### config.mk
export PLATFORM = sky130hd
export DESIGN_NAME = exc_accept_unit
export DESIGN_NICKNAME = d
export VERILOG_FILES = /design/src/rtl/exc_pkg.sv /design/src/rtl/exc_arbiter.sv /design/src/rtl/exc_vector_gen.sv /design/src/rtl/exc_save_seq.sv /design/src/rtl/exc_accept_unit.sv
export SDC_FILE = /design/constraint.sdc
export NUM_CORES = 1
export LEC_CHECK = 0
export ABC_AREA = 0
export BUFFER_PORTS_ARGS = -buffer_cell sky130_fd_sc_hd__buf_4
export CORE_MARGIN = 3
export CORE_UTILIZATION = 30
export DETAILED_ROUTE_END_ITERATION = 12
export HOLD_SLACK_MARGIN = 0.12
export PLACE_DENSITY = 0.57
export SLEW_MARGIN = 25
export SYNTH_ARGS = -nofsm -noshare
export SYNTH_HDL_FRONTEND = slang
export SYNTH_SLANG_ARGS = --single-unit
### constraint.sdc
create_clock -name clk -period 5.3 [get_ports clk]
set_input_delay 0.265 -clock clk [delete_from_list [all_inputs] [get_ports clk]]
set_output_delay 0.265 -clock clk [all_outputs]
set_load 0.03 [all_outputs]
### src/rtl/exc_pkg.sv
package exc_pkg;
   typedef enum logic [2:0] {
      K_RESET = 3'd0,
      K_UNDEF = 3'd1,
      K_PRIV  = 3'd2,
      K_FPU   = 3'd3,
      K_NMI   = 3'd4,
      K_FIRQ  = 3'd5,
      K_IRQ   = 3'd6,
      K_TRAP  = 3'd7
   } exc_kind_t;

   typedef enum logic [1:0] {
      M_CANCEL   = 2'd0,
      M_ABANDON  = 2'd1,
      M_SUSPEND  = 2'd2,
      M_COMPLETE = 2'd3
   } exc_mode_t;

   typedef enum logic [1:0] {
      S_IDLE     = 2'd0,
      S_PUSH_PSW = 2'd1,
      S_PUSH_PC  = 2'd2
   } save_state_t;

   localparam int SLOT_PRIV  = 0;
   localparam int SLOT_UNDEF = 1;
   localparam int SLOT_FPU   = 2;
   localparam int SLOT_NMI   = 3;
   localparam int NUM_KINDS  = 8;
endpackage

### src/rtl/exc_arbiter.sv
module exc_arbiter
   import exc_pkg::*;
#(
   parameter bit FAST_IRQ_EN = 1'b1
) (
   input  logic      clk,
   input  logic      rst_n,
   input  logic      idle,
   input  logic      rst_evt,
   input  logic      f_undef,
   input  logic      f_priv,
   input  logic      f_fpu,
   input  logic      nmi,
   input  logic      irq,
   input  logic      irq_fast,
   input  logic      trap,
   input  logic      at_boundary,
   input  logic      long_busy,
   output logic      win_valid,
   output exc_kind_t win_kind,
   output exc_mode_t win_mode,
   output logic      win_use_cur
);
   logic irq_is_fast;
   logic async_ok;
   logic [NUM_KINDS-1:0] cand;
   logic [NUM_KINDS-1:0] grant;

   generate
      if (FAST_IRQ_EN) begin : g_fast
         assign irq_is_fast = irq_fast;
      end else begin : g_no_fast
         assign irq_is_fast = 1'b0;
      end
   endgenerate

   assign async_ok = long_busy | at_boundary;

   always_comb begin
      cand                 = '0;
      cand[int'(K_RESET)]  = rst_evt;
      cand[int'(K_UNDEF)]  = idle & f_undef;
      cand[int'(K_PRIV)]   = idle & f_priv;
      cand[int'(K_FPU)]    = idle & f_fpu;
      cand[int'(K_NMI)]    = idle & nmi & async_ok;
      cand[int'(K_FIRQ)]   = idle & irq & irq_is_fast & async_ok;
      cand[int'(K_IRQ)]    = idle & irq & ~irq_is_fast & async_ok;
      cand[int'(K_TRAP)]   = idle & trap & at_boundary;
   end

   // lowest index carries the highest priority
   always_comb begin
      grant    = '0;
      win_kind = K_TRAP;
      for (int i = NUM_KINDS - 1; i >= 0; i--) begin
         if (cand[i]) begin
            grant    = '0;
            grant[i] = 1'b1;
            win_kind = exc_kind_t'(3'(i));
         end
      end
      win_valid = |cand;
   end

   always_comb begin
      case (win_kind)
         K_RESET:                win_mode = M_ABANDON;
         K_UNDEF, K_PRIV, K_FPU: win_mode = M_CANCEL;
         K_NMI, K_FIRQ, K_IRQ:   win_mode = long_busy ? M_SUSPEND : M_COMPLETE;
         default:                win_mode = M_COMPLETE;
      endcase
      win_use_cur = (win_mode == M_CANCEL) || (win_mode == M_SUSPEND);
   end

   assert_single_grant_R9: assert property (@(posedge clk) disable iff (!rst_n)
      $onehot0(grant));

   assert_trap_boundary_R5: assert property (@(posedge clk) disable iff (!rst_n)
      (win_valid && win_kind == K_TRAP) |-> at_boundary);
endmodule

### src/rtl/exc_vector_gen.sv
module exc_vector_gen
   import exc_pkg::*;
#(
   parameter int                 WORD_W      = 32,
   parameter int                 VEC_W       = 8,
   parameter logic [WORD_W-1:0]  FIXED_BASE  = {{(WORD_W-6){1'b1}}, 6'b0},
   parameter int                 FIXED_SLOTS = 16
) (
   input  exc_kind_t         kind,
   input  logic [WORD_W-1:0] intb,
   input  logic [WORD_W-1:0] fintv,
   input  logic [VEC_W-1:0]  irq_vec,
   input  logic [VEC_W-1:0]  trap_num,
   output logic [WORD_W-1:0] vec_addr
);
   localparam int RESET_SLOT = FIXED_SLOTS - 1;

   generate
      if (FIXED_SLOTS < 5) begin : g_bad_slots
         $error("exc_vector_gen: FIXED_SLOTS must leave room for five entries");
      end
      if (VEC_W + 2 > WORD_W) begin : g_bad_vec
         $error("exc_vector_gen: scaled vector number exceeds the word width");
      end
      if (FIXED_BASE[1:0] != 2'b00) begin : g_bad_base
         $error("exc_vector_gen: fixed table base must be word aligned");
      end
   endgenerate

   function automatic logic [WORD_W-1:0] fixed_entry(input int slot);
      return FIXED_BASE + WORD_W'(slot * 4);
   endfunction

   function automatic logic [WORD_W-1:0] reloc_entry(input logic [VEC_W-1:0] num);
      return intb + (WORD_W'(num) << 2);
   endfunction

   always_comb begin
      case (kind)
         K_RESET: vec_addr = fixed_entry(RESET_SLOT);
         K_UNDEF: vec_addr = fixed_entry(SLOT_UNDEF);
         K_PRIV:  vec_addr = fixed_entry(SLOT_PRIV);
         K_FPU:   vec_addr = fixed_entry(SLOT_FPU);
         K_NMI:   vec_addr = fixed_entry(SLOT_NMI);
         K_FIRQ:  vec_addr = fintv;
         K_IRQ:   vec_addr = reloc_entry(irq_vec);
         default: vec_addr = reloc_entry(trap_num);
      endcase
   end
endmodule

### src/rtl/exc_save_seq.sv
module exc_save_seq
   import exc_pkg::*;
(
   input  logic        clk,
   input  logic        rst_n,
   input  logic        start,
   input  logic        abort,
   input  logic        push_ack,
   output save_state_t state,
   output logic        push_req,
   output logic        sel_pc,
   output logic        done_now
);
   save_state_t state_nx;

   always_comb begin
      state_nx = state;
      if (abort) begin
         state_nx = S_IDLE;
      end else begin
         case (state)
            S_IDLE:     if (start)    state_nx = S_PUSH_PSW;
            S_PUSH_PSW: if (push_ack) state_nx = S_PUSH_PC;
            S_PUSH_PC:  if (push_ack) state_nx = S_IDLE;
            default:                  state_nx = S_IDLE;
         endcase
      end
   end

   always_ff @(posedge clk or negedge rst_n) begin
      if (!rst_n) state <= S_IDLE;
      else        state <= state_nx;
   end

   assign push_req = (state != S_IDLE);
   assign sel_pc   = (state == S_PUSH_PC);
   assign done_now = (state == S_PUSH_PC) && push_ack && !abort;

   assert_pc_after_psw_R8: assert property (@(posedge clk) disable iff (!rst_n)
      (state == S_PUSH_PC && $past(state) != S_PUSH_PC) |-> $past(state) == S_PUSH_PSW);
endmodule

### src/rtl/exc_accept_unit.sv
module exc_accept_unit
   import exc_pkg::*;
#(
   parameter int                 WORD_W      = 32,
   parameter int                 VEC_W       = 8,
   parameter logic [WORD_W-1:0]  FIXED_BASE  = {{(WORD_W-6){1'b1}}, 6'b0},
   parameter int                 FIXED_SLOTS = 16,
   parameter int                 IE_BIT      = 16,
   parameter int                 SUP_BIT     = 20,
   parameter bit                 FAST_IRQ_EN = 1'b1
) (
   input  logic              clk,
   input  logic              rst_n,
   input  logic              cpu_reset,
   input  logic              nmi_req,
   input  logic              irq_req,
   input  logic              irq_fast,
   input  logic [VEC_W-1:0]  irq_vec,
   input  logic              flt_undef,
   input  logic              flt_priv,
   input  logic              flt_fpu,
   input  logic              trap_req,
   input  logic [VEC_W-1:0]  trap_num,
   input  logic              at_boundary,
   input  logic              long_busy,
   input  logic [WORD_W-1:0] cur_pc,
   input  logic [WORD_W-1:0] next_pc,
   input  logic [WORD_W-1:0] psw_in,
   input  logic [WORD_W-1:0] intb,
   input  logic [WORD_W-1:0] fintv,
   input  logic              push_ack,
   output logic              acc_valid,
   output logic [2:0]        acc_kind,
   output logic [1:0]        acc_mode,
   output logic              acc_done,
   output logic              busy,
   output logic [WORD_W-1:0] save_pc,
   output logic [WORD_W-1:0] save_psw,
   output logic [WORD_W-1:0] new_psw,
   output logic [WORD_W-1:0] vec_addr,
   output logic              save_to_stack,
   output logic              save_to_bkp,
   output logic              push_req,
   output logic [WORD_W-1:0] push_data
);
   localparam logic [WORD_W-1:0] IE_MASK  = WORD_W'(1) << IE_BIT;
   localparam logic [WORD_W-1:0] SUP_MASK = WORD_W'(1) << SUP_BIT;

   generate
      if (IE_BIT >= WORD_W || SUP_BIT >= WORD_W) begin : g_bad_bits
         $error("exc_accept_unit: status bit position outside the word");
      end
      if (IE_BIT == SUP_BIT) begin : g_same_bits
         $error("exc_accept_unit: enable and supervisor bits must differ");
      end
   endgenerate

   save_state_t       seq_state;
   logic              idle;
   logic              win_valid;
   exc_kind_t         win_kind;
   exc_mode_t         win_mode;
   logic              win_use_cur;
   logic [WORD_W-1:0] win_vec;
   logic              win_reset;
   logic              win_stack;
   logic              seq_sel_pc;
   logic              seq_done_now;

   exc_kind_t         kind_q;
   exc_mode_t         mode_q;

   assign idle      = (seq_state == S_IDLE);
   assign win_reset = win_valid && (win_kind == K_RESET);
   assign win_stack = win_valid && (win_kind != K_RESET) && (win_kind != K_FIRQ);

   exc_arbiter #(
      .FAST_IRQ_EN (FAST_IRQ_EN)
   ) i_arb (
      .clk         (clk),
      .rst_n       (rst_n),
      .idle        (idle),
      .rst_evt     (cpu_reset),
      .f_undef     (flt_undef),
      .f_priv      (flt_priv),
      .f_fpu       (flt_fpu),
      .nmi         (nmi_req),
      .irq         (irq_req),
      .irq_fast    (irq_fast),
      .trap        (trap_req),
      .at_boundary (at_boundary),
      .long_busy   (long_busy),
      .win_valid   (win_valid),
      .win_kind    (win_kind),
      .win_mode    (win_mode),
      .win_use_cur (win_use_cur)
   );

   exc_vector_gen #(
      .WORD_W      (WORD_W),
      .VEC_W       (VEC_W),
      .FIXED_BASE  (FIXED_BASE),
      .FIXED_SLOTS (FIXED_SLOTS)
   ) i_vec (
      .kind     (win_kind),
      .intb     (intb),
      .fintv    (fintv),
      .irq_vec  (irq_vec),
      .trap_num (trap_num),
      .vec_addr (win_vec)
   );

   exc_save_seq i_seq (
      .clk      (clk),
      .rst_n    (rst_n),
      .start    (win_stack),
      .abort    (win_reset),
      .push_ack (push_ack),
      .state    (seq_state),
      .push_req (push_req),
      .sel_pc   (seq_sel_pc),
      .done_now (seq_done_now)
   );

   always_ff @(posedge clk or negedge rst_n) begin
      if (!rst_n) begin
         acc_valid     <= 1'b0;
         acc_done      <= 1'b0;
         kind_q        <= K_RESET;
         mode_q        <= M_ABANDON;
         save_pc       <= '0;
         save_psw      <= '0;
         new_psw       <= '0;
         vec_addr      <= '0;
         save_to_stack <= 1'b0;
         save_to_bkp   <= 1'b0;
      end else begin
         acc_valid <= win_valid;
         acc_done  <= (win_valid && !win_stack) || seq_done_now;
         if (win_valid) begin
            kind_q        <= win_kind;
            mode_q        <= win_mode;
            vec_addr      <= win_vec;
            save_to_stack <= win_stack;
            save_to_bkp   <= (win_kind == K_FIRQ);
            if (win_reset) begin
               save_pc  <= '0;
               save_psw <= '0;
               new_psw  <= SUP_MASK;
            end else begin
               save_pc  <= win_use_cur ? cur_pc : next_pc;
               save_psw <= psw_in;
               new_psw  <= (psw_in & ~IE_MASK) | SUP_MASK;
            end
         end
      end
   end

   assign acc_kind  = kind_q;
   assign acc_mode  = mode_q;
   assign busy      = !idle;
   assign push_data = seq_sel_pc ? save_pc : save_psw;

   assert_reset_nosave_R1: assert property (@(posedge clk) disable iff (!rst_n)
      (acc_valid && acc_kind == K_RESET) |-> (!save_to_stack && !save_to_bkp && !push_req));

   assert_fast_done_R7: assert property (@(posedge clk) disable iff (!rst_n)
      (acc_valid && save_to_bkp) |-> (acc_done && !push_req));

   assert_push_hold_R8: assert property (@(posedge clk) disable iff (!rst_n)
      (push_req && !push_ack && !cpu_reset) |=> (push_req && $stable(push_data)));

   assert_psw_mask_R10: assert property (@(posedge clk) disable iff (!rst_n)
      (acc_valid && acc_kind != K_RESET) |-> (!new_psw[IE_BIT] && new_psw[SUP_BIT]));

   assert_busy_block_R11: assert property (@(posedge clk) disable iff (!rst_n)
      (busy && !cpu_reset) |=> !acc_valid);
endmodule

Yosys cells after proc, flatten, opt, wreduce, memory -nomap -nowiden

Index checks and enable logic that the tools add are counted.

Muxes and demuxes: 20
Reductions and logical operators: 20
$add $sub $neg: 2
Bitwise logic cells: 14
Eq/ne operators: 13

Operators with widths:

| operator                                                                | number |
|---|---|
| 32-bit case mux with 7 select lines                                     | 1 |
| 32-bit 2-to-1 mux                                                       | 5 |
| 32-bit by 10-bit adder with 32-bit output                               | 2 |
| 1-bit AND                                                               | 12 |
| 2-bit 2-to-1 mux                                                        | 6 |
| 3-bit 2-to-1 mux                                                        | 4 |
| 2-bit case mux with 3 select lines                                      | 2 |
| 3-bit == test, second input constant                                    | 3 |
| 3-bit by 2-bit inequality test with 1-bit output, second input constant | 3 |
| 8-bit OR reduction                                                      | 1 |
| 3-bit by 2-bit == test with 1-bit output, second input constant         | 2 |
| 1-bit logical AND                                                       | 6 |
| 3-bit OR reduction                                                      | 2 |
| 2-bit == test, second input constant                                    | 2 |
| 2-bit zero test                                                         | 2 |
| 3-bit by 1-bit == test with 1-bit output, second input constant         | 1 |
| 1-bit zero test                                                         | 3 |
| 3-bit zero test                                                         | 1 |
| 3-bit inequality test, second input constant                            | 1 |
| 3-bit AND reduction                                                     | 1 |
| 3-bit nonzero test                                                      | 1 |
| 2-bit by 1-bit == test with 1-bit output, second input constant         | 1 |
| 1-bit logical OR                                                        | 2 |
| 1-bit 2-to-1 mux                                                        | 2 |
| other kinds (3)                                                         | 3 |

Output and inout bits: 171
Bits of input ports: 189
Word-level logic and storage cells: 80
Register bits: 139

Depth between registers and ports, before layout

Gate-level depths: netlist (run 1).

Depth in word-level cells: 18
Depth in mapped cells: 18
Gate-level depth less buffers: 15

Hierarchy

Synthesis (run 1) repeated with hierarchy kept, for this count alone.

Cells, all modules: 610
Area, all modules: 6668.9 um2

Modules (own cells, without submodules):

| module          | times used | cells each | area an instance (um2) | seq. area each (um2) |
|---|---|---|---|---|
| exc_accept_unit | 1          | 378        | 5087.4                 | 2653.8 |
| exc_vector_gen  | 1          | 199        | 1342.5                 | 0.0 |
| exc_arbiter     | 1          | 23         | 130.1                  | 0.0 |
| exc_save_seq    | 1          | 10         | 108.9                  | 50.0 |

Worst setup path before layout (run 1)

No wires, ideal clock.

Kind: reg-to-reg
From: register i_seq.state[1]
To: register vec_addr[25]
Buffers on the path: 3
Required time: 5.223 ns
Cell stages (with the launch flop): 17
Arrival time: 3.744 ns
Slack: 1.479 ns
Path through: dfrtp_1 > nor2_4 > inv_2 > buf_6 > or3_1 > buf_6 > nand2_2 > nor2_2 > mux2_2 > ha_1 > a211oi_1 > o21ai_1 > a221oi_1 > clkbuf_1 > o21ai_0 > a21o_1 > a21oi_1

Word-level cells in the longest chain between the ends: 13
Elaborated cells between the ends (all ways): 29

RTL lines:

| item                                        | line                                 | source |
|---|---|---|
| start: declaration                          | exc_save_seq.sv:9                    | `output save_state_t state,` |
| start signal: assignment                    | exc_save_seq.sv:32                   | `else state <= state_nx;` |
| 2-bit zero test *                           | exc_accept_unit.sv:73                | `assign idle = (seq_state == S_IDLE);` |
| 1-bit AND                                   | exc_arbiter.sv:46, exc_arbiter.sv:47 |  |
| 1-bit AND (2 in a row)                      | exc_arbiter.sv:47                    | `cand[int'(K_IRQ)] = idle & irq & ~irq_is_fast & async_ok;` |
| 1-bit 2-to-1 mux                            | exc_arbiter.sv:56                    | `if (cand[i]) begin` |
| 2-bit 2-to-1 mux (2 in a row)               | exc_arbiter.sv:56                    |  |
| 3-bit 2-to-1 mux (4 in a row)               | exc_arbiter.sv:56                    |  |
| 3-bit == test, or another cell as far along | exc_vector_gen.sv:39                 | `case (kind)` |
| 32-bit case mux with 7 select lines         | exc_vector_gen.sv:39                 |  |
| end signal: assignment                      | exc_accept_unit.sv:143               | `vec_addr <= win_vec;` |
| end: declaration                            | exc_accept_unit.sv:40                | `output logic [WORD_W-1:0] vec_addr,` |

Every way passes the cells marked *; elsewhere a longest branch is shown, timed or not.
A chain may end at the register's enable or synchronous reset.

Worst setup path in the final report (run 1)

From: register i_seq.state[0]
To: register vec_addr[30]

The elaborated chain is that of the path after synthesis.

==> out/results.tsv, run 1 <==
stage	metric	value	unit
run_status	run status	complete, no violations	
logic_synthesis	asr flop ratio synth	1.00	
detailed_routing	Wirelength per Cell	19.6	µm
layout	FF+latch area	2700	µm²
cts	# resized after CTS	0	
cts	setup repair bufs after CTS	0	
pwr	Pleak	0.00444	µW
worst_hold_path	worst hold path type	in -> reg	
setup_path	FF-to-FF Start	i_seq.state[0]	
detailed_routing	Vias	6566	
logic_synthesis	Mapped Cells	724	
timing	final clock skew	0.00639	ns
setup_path	CP required	5.54	ns
setup_path	crit end category	flip-flop	
cts	H-tree Lvls	3	
floorplanning	Chip Width	154	µm
placed_design	placed instance area	9220	µm²
logic_synthesis	distinct cell type count of the synthesized netlist	65	
floorplanning	die area	23600	µm²
cts	CTS Sinks	108	
timing	period utilization	0.782	
layout	# diodes	0	
timing	TNS Setup	0	ns
detailed_routing	Post-Route WL	25800	µm
setup_path	critical path peak fanout	13	
floorplanning	Die Span Y	154	µm
setup_path	critical path arrival	4.38	ns
timing	Hold Vio Cnt, Final	0	
global_routing	largest net degree at the start of global routing	109	
timing	fin crit period	4.14	ns
logic_synthesis	top_reg_cell synth	dfrtp_1	
setup_path	Setup CP Type	reg -> reg	
cts	Clock Latency Late Sink	0.34	ns
pwr	pwr dens	288	nW/µm²
global_routing	vias in the first global route	6560	
cts	CTS buffer count	9	
placed_design	Port Buffers	358	
detailed_routing	Iter 0 DRT Violations	300	
setup_path	launching element type of the critical path	flip-flop	
layout	share of cells above drive strength 1	0.432	
setup_path	CP startpoint	i_seq.state[0]	
detailed_routing	router iterations before antenna repair	6	
logic_synthesis	Cell Area, Synth	6540	µm²
setup_path	depth of the worst register-to-register path	16	
detailed_routing	DR DRC count	0	
cts	CTS tree	yes	
worst_hold_path	hold depth	3	
logic_synthesis	post-synthesis sequential area ratio	0.414	
cts	root buffer cell	clkbuf_16	
timing	relative slew slack	0.382	
layout	Syn-to-layout area delta	46.5	%
worst_hold_path	worst hold start	fintv[4]	
layout	# fillers	2159	
layout	area of the multi-input gates	3340	µm²
placed_design	DP HPWL	19700	µm
detailed_routing	Routed Antenna Nets	0	
placed_design	routability cong.	0.886	
timing	Final Max Tran Viols	0	
logic_synthesis	top cell type's share of synthesized area	0.409	
global_routing	grt ovf	0	
timing	fmax	241	MHz
logic_synthesis	Ys Warns	0	
setup_path	Reg2Reg Setup Slack	1.16	ns
global_routing	global-route wire length before repair	39200	µm
floorplanning	Core Area	21200	µm²
cts	clk buf depth	2	
cts	Post-CTS Hold Buffers	4	
timing	RSZ-0062 raised after global routing	false	
logic_synthesis	Syn Nets	922	
logic_synthesis	Yosys reg bits	108	
global_routing	GRT Util Overall	0.211	
timing	worst-margin pin slew	0.923	ns
logic_synthesis	cell taking the most area after synthesis	dfrtp_1	
pwr	VDD IR max	0.145	mV
run	Max Cap Viol	0	
floorplanning	num rows	53	
floorplanning	Initial Util	0.308	
worst_hold_path	Worst Hold Path EP	vec_addr[4]	
setup_path	FF-to-FF End	vec_addr[30]	
layout	# nets final	1233	
cts	Worst-path clk slew	0.08	ns
layout	post-route cell area	9580	µm²
detailed_routing	DR vias/cell	4.99	
logic_synthesis	Post-synth EDFFs	0	
timing	Final setup viols	0	
floorplanning	I/O pins	360	
global_routing	antenna violations before repair	0	
logic_synthesis	top post-synthesis cells by area	dfrtp_1 41%, mux2_2 6.9%, nand2_1 6.9%	
logic_synthesis	Avg Inst Size Synth	9.03	µm²
==> sequential cells by signal, indices dropped and copies added, names as in the netlist <==
register,flops
acc_kind,3
new_psw,2
save_to_bkp,1
save_pc,32
acc_mode,2
vec_addr,32
acc_done,1
i_seq.state,2
save_to_stack,1
save_psw,31
acc_valid,1
==> layer usage <==
metal | GRT usage | share of wire
met1 | 0.262 | 0.41
met2 | 0.375 | 0.50
met3 | 0.0484 | 0.077
met4 | 0.0404 | 0.0091
met5 | 0 | 0
==> area by class of cell <==
class	instances	area share
clock buffer	11	0.0264
timing repair buffer	375	0.295
clock inverter	5	0.00679
tap	275	0.0359
inverter	12	0.00470
sequential	108	0.282
multi-input combinational	529	0.348
==> placed cells by master, fill, tap and decap left out, drive strengths merged, types with 2 or more instances in the layout <==
master       instances
xnor2                9
a21oi               45
a21o                15
clkbuf              11
nor3                11
a221oi               6
dfrtp              107
o211ai               4
nand2b               3
a22oi                2
nor2b                2
o21ai               84
o31a                 5
nand3               17
o22ai                7
and2                 4
a211oi               6
mux2                40
buf                371
or4                  2
xor2                 9
inv                 15
o2bb2ai              2
mux2i               34
o2111ai              2
o31ai                3
dlygate4sd3          4
nand2              121
nor4                 6
a31oi                7
nor2                48
and3                 4
nand4                3
ha                   8
or3                  7
a41oi                2
==> worst max-delay path: stages, from the launching register on <==
cell and delay, ns:
dfrtp_1 0.49, nor2_4 0.10, inv_2 0.20, or3_1 0.40, nand2_2 0.11, nor2_2 0.39
mux2_2 0.24, ha_1 0.18, inv_1 0.06, fa_1 0.38, nand2b_1 0.18, a21o_1 0.20
a211oi_1 0.21, buf_4 0.22, nand3_1 0.11, and3_1 0.23, o32a_1 0.32
==> cell usage after synthesis, types with 2 or more instances <==
master     number
nand2_1       120
dfrtp_1       107
o21ai_0        66
nor2_1         46
a21oi_1        43
mux2_2         40
buf_4          36
mux2i_1        34
clkbuf_1       25
o21ai_1        18
nand3_1        17
a21o_1         14
inv_1          10
xnor2_1         9
xor2_1          9
ha_1            8
a31oi_1         7
nor3_1          7
o22ai_1         7
or3_1           7
a211oi_1        6
buf_6           6
nor4_1          6
o31a_1          5
and3_1          4
buf_1           4
o211ai_1        4
a221oi_1        3
a221oi_2        3
and2_1          3
nand2b_1        3
nand4_1         3
nor3_2          3
o31ai_1         3
a22oi_1         2
a41oi_1         2
buf_2           2
nor2b_1         2
o2111ai_1       2
o2bb2ai_1       2
or4_4           2
==> cell families after synthesis <==
logic type / count (synthesis) / synth area share
muxes: 74 / 0.121
adders and majority gates: 9 / 0.0184
and+or+nand+nor: 230 / 0.158
buffers and inverters: 87 / 0.0794
xor gates and xnor gates: 18 / 0.0241
other: 1 / 0.000574
DFF: 108 / 0.414
AOI/OAI and AO/OA: 197 / 0.185
==> through the flow <==
step	total power [µW]	util	hold WS, ns	worst slack [ns]	instances
finish	2760	0.451	0.145	1.16	1315
global route	2900	0.451	0.146	0.885	1315
CTS	2790	0.451	0.140	1.16	1315
detailed placement	2060	0.434	0.420	1.15	1295
global placement	2050	0.434	0.414	1.27	1295
floorplan	1610	-	-0.0306	1.48	724
==> where the power goes <==
part           leakage [µW]  internal [µW]  switching [µW]
Sequential          0.00128            903            71.7
Combinational       0.00301            412             642
Clock              0.000157            399             329
==> worst max-delay path by stage <==
stage | end | slack (ns) | cells past startpoint
3_3_place_gp | vec_addr[30] | 1.27 | 16
4_1_cts | vec_addr[30] | 1.16 | 16
3_5_place_dp | vec_addr[30] | 1.15 | 16
5_1_grt | vec_addr[30] | 0.89 | 16
6_report | vec_addr[30] | 1.16 | 16
2_1_floorplan | vec_addr[25] | 1.48 | 16
Note: power is estimated with default switching activity, not from simulation.
==> inputs of run 2 (changes only) <==
Settings changed: PLACE_DENSITY 0.57 to 0.59.
Clock period 5.3 ns to 3.7 ns, I/O delays scaled along.
==> run 2 against run 1 <==
Core utilization is 3.8 points higher. Largest power group unchanged. Cell count is 6.2% higher. Sequential share of layout area is 2.2 points lower. Via count is 4.0% higher. Clock power is 39% higher. Maximum frequency is 18% higher. Combinational power is 54% higher. Critical endpoint unchanged. Critical path type unchanged. Clock skew is 0.00059 ns lower.
==> out/results.tsv, run 2 (synthesis results as in run 1) <==
stage	metric	value	unit
run_status	run status	complete, no violations	
cts	CTS Sinks	108	
detailed_routing	Iter 0 DRT Violations	375	
setup_path	depth of the worst register-to-register path	16	
timing	relative slew slack	0.464	
layout	# diodes	0	
detailed_routing	router iterations before antenna repair	5	
layout	# fillers	2026	
setup_path	Setup CP Type	reg -> reg	
global_routing	largest net degree at the start of global routing	59	
pwr	Flop pwr share	0.348	
layout	share of cells above drive strength 1	0.418	
layout	Syn-to-layout area delta	58.9	%
cts	Worst-path clk slew	0.08	ns
floorplanning	die area	23600	µm²
setup_path	Crit-path slowest cell	dfrtp_2	
setup_path	launching element type of the critical path	flip-flop	
layout	commonest non-fill, non-tap cell in the layout	buf_4	
placed_design	DP HPWL	20000	µm
global_routing	global-route wire length before repair	40400	µm
timing	Hold Vio Cnt, Final	0	
floorplanning	Die Span Y	154	µm
pwr	Clock power frac	0.250	
placed_design	Port Buffers	358	
setup_path	Crit path max-delay family	simple AND/OR/NAND/NOR gates	
global_routing	antenna violations before repair	0	
detailed_routing	Wirelength per Cell	19.3	µm
placed_design	routability cong.	0.865	
setup_path	count of buffer and inverter cells on the critical path	3	
pwr	internal power	2510	µW
timing	fmax	284	MHz
setup_path	CP Cell Sequence	nor2_4 > inv_2 > or3_4 > nand2_2 > nor2_2 > buf_4 > mux2_2 > ha_4 > inv_1 > fa_2 > nand2b_4 > a21o_1 > a211oi_2 > nand3_1 > and3_1 > o32a_1	
floorplanning	Initial Util	0.308	
setup_path	FF-to-FF Start	i_seq.state[1]	
layout	# nets final	1315	
global_routing	vias in the first global route	6881	
detailed_routing	Post-Route WL	26900	µm
timing	Final setup viols	0	
setup_path	CP required	3.93	ns
setup_path	critical path peak fanout	8	
setup_path	critical path arrival	3.75	ns
floorplanning	num rows	53	
detailed_routing	Vias	6829	
timing	period utilization	0.952	
layout	post-route insts no fill	1397	
pwr	VDD IR max	0.210	mV
placed_design	Placed Instances	1306	
floorplanning	Chip Width	154	µm
timing	final clock skew	0.00579	ns
detailed_routing	DR DRC count	0	
setup_path	crit-path max cell delay	0.43	ns
cts	clk buf depth	2	
cts	CTS buffer count	9	
layout	commonest cells after routing, fill and taps aside	383 x buf_4, 120 x nand2_1, 106 x dfrtp_1, 73 x dlygate4sd3_1, 66 x o21ai_0	
pwr	Pleak	0.00480	µW
setup_path	total stage count of the critical path	16	
cts	Clock Latency Late Sink	0.35	ns
worst_hold_path	hold depth	3	
setup_path	crit end category	flip-flop	
floorplanning	I/O pins	360	
cts	H-tree Lvls	3	
layout	biggest regs	save_pc (32), vec_addr (32), save_psw (31)	
cts	root buffer cell	clkbuf_16	
timing	fin crit period	3.52	ns
global_routing	grt ovf	0	
global_routing	GRT Util Overall	0.217	
worst_hold_path	worst hold path type	in -> reg	
timing	Final Max Tran Viols	0	
run	Max Cap Viol	0	
pwr	pwr dens	387	nW/µm²
detailed_routing	Routed Antenna Nets	0	
timing	worst-margin pin slew	0.796	ns
floorplanning	Core Area	21200	µm²
worst_hold_path	worst hold start	cur_pc[4]	
cts	CTS tree	yes	
layout	final core utilization	0.490	
pwr	P_sw	1510	µW
detailed_routing	DR vias/cell	4.89	
pwr	Gate power share	0.402	
setup_path	CP startpoint	i_seq.state[1]	
pwr	switch share	0.375	
[run 2: changes by cell type in the layout (fill, tap and decap cells not counted), sizes merged]
cell	delta
buf	+13
clkbuf	-1
clkinv	+1
clkinvlp	+1
dlygate4sd3	+69
inv	-1
[run 2: timing repair]
| item | in CTS | in global routing |
|---|---|---|
| endpoints found under the setup margin | 0 | 10 |
| resized for setup | 0 | 8 |
| endpoints found under the hold margin | 93 | 0 |
| setup buffers | 0 | 2 |
| hold buffers | 73 | 0 |
[run 2: cell type report]
cell class              count  area, µm²  area share
repair buffers            457       3620       0.348
multi-input cells         529       3370       0.325
flip-flops and latches    108       2710       0.260
well taps                 275        344      0.0331
clock buffers              10        239      0.0230
clock inverters             6       68.8     0.00662
inverters                  12       45.0     0.00433
[run 2: through the flow]
| stage | TNS (ns) | setup slack, ns | power, µW | hold WS, ns | area [µm²] |
|---|---|---|---|---|---|
| finish | 0 | 0.178 | 4020 | 0.137 | 10400 |
| global route | -0.00724 | -0.00724 | 4230 | 0.127 | 10400 |
| CTS | 0 | 0.0675 | 4060 | 0.120 | 10300 |
| detailed placement | 0 | 0.0846 | 2960 | 0.178 | 9300 |
| global placement | 0 | 0.150 | 2950 | 0.170 | 9300 |
| floorplan | 0 | 0.00256 | 2310 | -0.111 | 6550 |
[run 2: metal layers]
metal  GRT usage  part of all wire  up-vias
li1            -                 -     3302
met1       0.260              0.40     3212
met2       0.389              0.50      298
met3      0.0653             0.086       17
met4      0.0387            0.0098        0
met5           0                 0        -
[run 2: power groups by stage]
stage	clock (µW)	sequential, µW	combinational (µW)
floorplan	0	1620	689
global placement	0	1420	1530
detailed placement	0	1420	1540
CTS	1040	1400	1610
global route	1090	1420	1720
finish	1010	1400	1620
[run 2: path summary, 6_finish.rpt]
path                       slack (ns)             end
min                              0.14      save_pc[4]
max in group asynchronous        2.39  i_seq.state[1]
min reg2reg                      0.47     vec_addr[4]
max reg2reg                      0.18    vec_addr[30]
min in group asynchronous        0.33    vec_addr[27]
max                              0.18    vec_addr[30]
[run 2: worst reg2reg max path, stage by stage (launching register included)]
cell,delay [ns]
dfrtp_2,0.43
nor2_4,0.12
inv_2,0.08
or3_4,0.39
nand2_2,0.09
nor2_2,0.03
buf_4,0.18
mux2_2,0.26
ha_4,0.14
inv_1,0.05
fa_2,0.35
nand2b_4,0.15
a21o_1,0.22
a211oi_2,0.30
nand3_1,0.12
and3_1,0.19
o32a_1,0.32
==> inputs of run 3 (changes only) <==
Settings changed: PLACE_DENSITY 0.59 to 0.57.
Clock period 3.7 ns to 4.3 ns, I/O delays scaled along.
==> run 3 against run 2 <==
Global-route usage decreased by 0.52 points. Cell count fell by 2.5%. Die area did not move. Clock-buffer cell count is 1 lower. Register-to-register slack improved by 0.02 ns. Critical path depth down 1. Non-clock buffer count decreased by 35. Critical endpoint unchanged. Highest routed layer unchanged.
==> out/results.tsv, run 3 (synthesis results as in run 1) <==
stage	metric	value	unit
layout	share of cells above drive strength 1	0.419	
setup_path	CP Cell Sequence	nor2_4 > inv_2 > a221o_1 > nor2_2 > mux2_2 > ha_1 > inv_1 > fa_1 > nand2b_1 > a21o_1 > a211oi_1 > buf_4 > nand3_1 > and3_1 > o32a_1	
layout	# diodes	0	
detailed_routing	DR vias/cell	4.85	
pwr	Pleak	0.00465	µW
setup_path	crit-path max cell delay	0.47	ns
setup_path	Crit path max-delay family	simple AND/OR/NAND/NOR gates	
detailed_routing	router iterations before antenna repair	5	
floorplanning	die area	23600	µm²
floorplanning	Die Span Y	154	µm
global_routing	global-route wire length before repair	39300	µm
pwr	pwr dens	344	nW/µm²
setup_path	Setup CP Type	reg -> reg	
timing	Final Max Tran Viols	0	
global_routing	antenna violations before repair	0	
detailed_routing	Iter 0 DRT Violations	389	
timing	fmax	244	MHz
layout	# nets final	1280	
pwr	P_sw	1330	µW
global_routing	GRT Util Overall	0.212	
global_routing	vias in the first global route	6676	
pwr	Gate power share	0.389	
cts	root buffer cell	clkbuf_16	
global_routing	grt ovf	0	
setup_path	depth of the worst register-to-register path	15	
cts	clk buf depth	2	
setup_path	launching element type of the critical path	flip-flop	
detailed_routing	Post-Route WL	26100	µm
cts	Worst-path clk slew	0.08	ns
detailed_routing	Vias	6602	
layout	biggest regs	save_pc (32), vec_addr (32), save_psw (31)	
timing	final clock skew	0.00946	ns
timing	Hold Vio Cnt, Final	0	
floorplanning	Core Area	21200	µm²
cts	CTS Sinks	108	
setup_path	critical path arrival	4.34	ns
layout	Syn-to-layout area delta	53.8	%
setup_path	total stage count of the critical path	15	
floorplanning	num rows	53	
pwr	Clock power frac	0.264	
cts	CTS buffer count	9	
pwr	Flop pwr share	0.347	
timing	TNS Setup	0	ns
setup_path	count of buffer and inverter cells on the critical path	3	
layout	commonest non-fill, non-tap cell in the layout	buf_4	
setup_path	crit end category	flip-flop	
timing	worst-margin pin slew	0.986	ns
timing	period utilization	0.954	
setup_path	critical path peak fanout	13	
timing	relative slew slack	0.341	
detailed_routing	DR DRC count	0	
run_status	run status	complete, no violations	
detailed_routing	Wirelength per Cell	19.2	µm
layout	commonest cells after routing, fill and taps aside	376 x buf_4, 120 x nand2_1, 107 x dfrtp_1, 66 x o21ai_0	
timing	fin crit period	4.10	ns
global_routing	largest net degree at the start of global routing	57	
floorplanning	Initial Util	0.308	
cts	CTS tree	yes	
timing	Final setup viols	0	
run	Max Cap Viol	0	
cts	H-tree Lvls	3	
layout	final core utilization	0.474	
setup_path	CP required	4.54	ns
setup_path	Crit-path slowest cell	dfrtp_1	
cts	Clock Latency Late Sink	0.36	ns
layout	# fillers	2105	
worst_hold_path	worst hold path type	in -> reg	
placed_design	Port Buffers	358	
pwr	total power	3460	µW
detailed_routing	Routed Antenna Nets	0	
timing	RSZ-0062 raised after global routing	false	
floorplanning	Chip Width	154	µm
placed_design	routability cong.	0.889	
pwr	VDD IR max	0.184	mV
pwr	internal power	2130	µW
cts	setup repair bufs after CTS	0	
worst_hold_path	hold depth	3	
placed_design	DP HPWL	19900	µm
pwr	switch share	0.383	
floorplanning	I/O pins	360	
[run 3: cell count changes in the layout (fill, tap and decap cells not counted), sizes merged]
cell,previous run,this run
buf,384,377
clkbuf,10,9
clkinv,2,1
inv,14,17
clkinvlp,1,0
dlygate4sd3,73,45
[run 3: worst paths after layout]
check                          startpoint      endpoint  slack [ns]
max                        i_seq.state[0]  vec_addr[30]        0.20
min                            cur_pc[15]   save_pc[15]        0.14
max reg2reg                i_seq.state[0]  vec_addr[30]        0.20
min reg2reg                   new_psw[20]   new_psw[20]        0.48
max in group asynchronous           rst_n  save_psw[29]        3.07
min in group asynchronous           rst_n  vec_addr[24]        0.29
[run 3: power by group through the flow]
| stage | Combinational (µW) | Sequential (µW) | Clock (µW) |
|---|---|---|---|
| after floorplan | 590 | 1390 | 0 |
| after global placement | 1310 | 1220 | 0 |
| after detailed placement | 1320 | 1220 | 0 |
| after CTS | 1350 | 1200 | 947 |
| after global routing | 1440 | 1220 | 985 |
| final | 1350 | 1200 | 913 |
[run 3: cell type report]
class,instances,area (µm²),share of cell area
Multi-Input combinational cell,529,3340,0.332
Sequential cell,108,2700,0.269
Clock buffer,9,225,0.0224
Clock inverter,7,100,0.00995
Timing Repair Buffer,422,3300,0.328
Inverter,12,45.0,0.00448
Tap cell,275,344,0.0342
[run 3: per-stage QoR]
stage | hold WS (ns) | instance area [µm²] | setup WS [ns] | std cells
floorplan | -0.0806 | 6540 | 0.479 | 724
global placement | 0.156 | 9250 | 0.363 | 1300
detailed placement | 0.152 | 9250 | 0.184 | 1300
CTS | 0.124 | 10000 | 0.166 | 1361
global route | 0.122 | 10100 | 0.0125 | 1362
finish | 0.137 | 10100 | 0.196 | 1362
[run 3: per-layer routing]
metal	wire, µm	track usage
met4	458	0.0475
met3	2020	0.0571
met1	10700	0.262
met5	0	0
met2	13000	0.371
[run 3: timing repair]
action                    CTS  global route
hold endpoints to repair   68             0
resized for setup           0             0
hold buffers               45             0
[run 3: worst min-delay path, cell delays in order]
cell,delay [ns]
buf_4,0.08
mux2i_1,0.06
o21ai_1,0.11
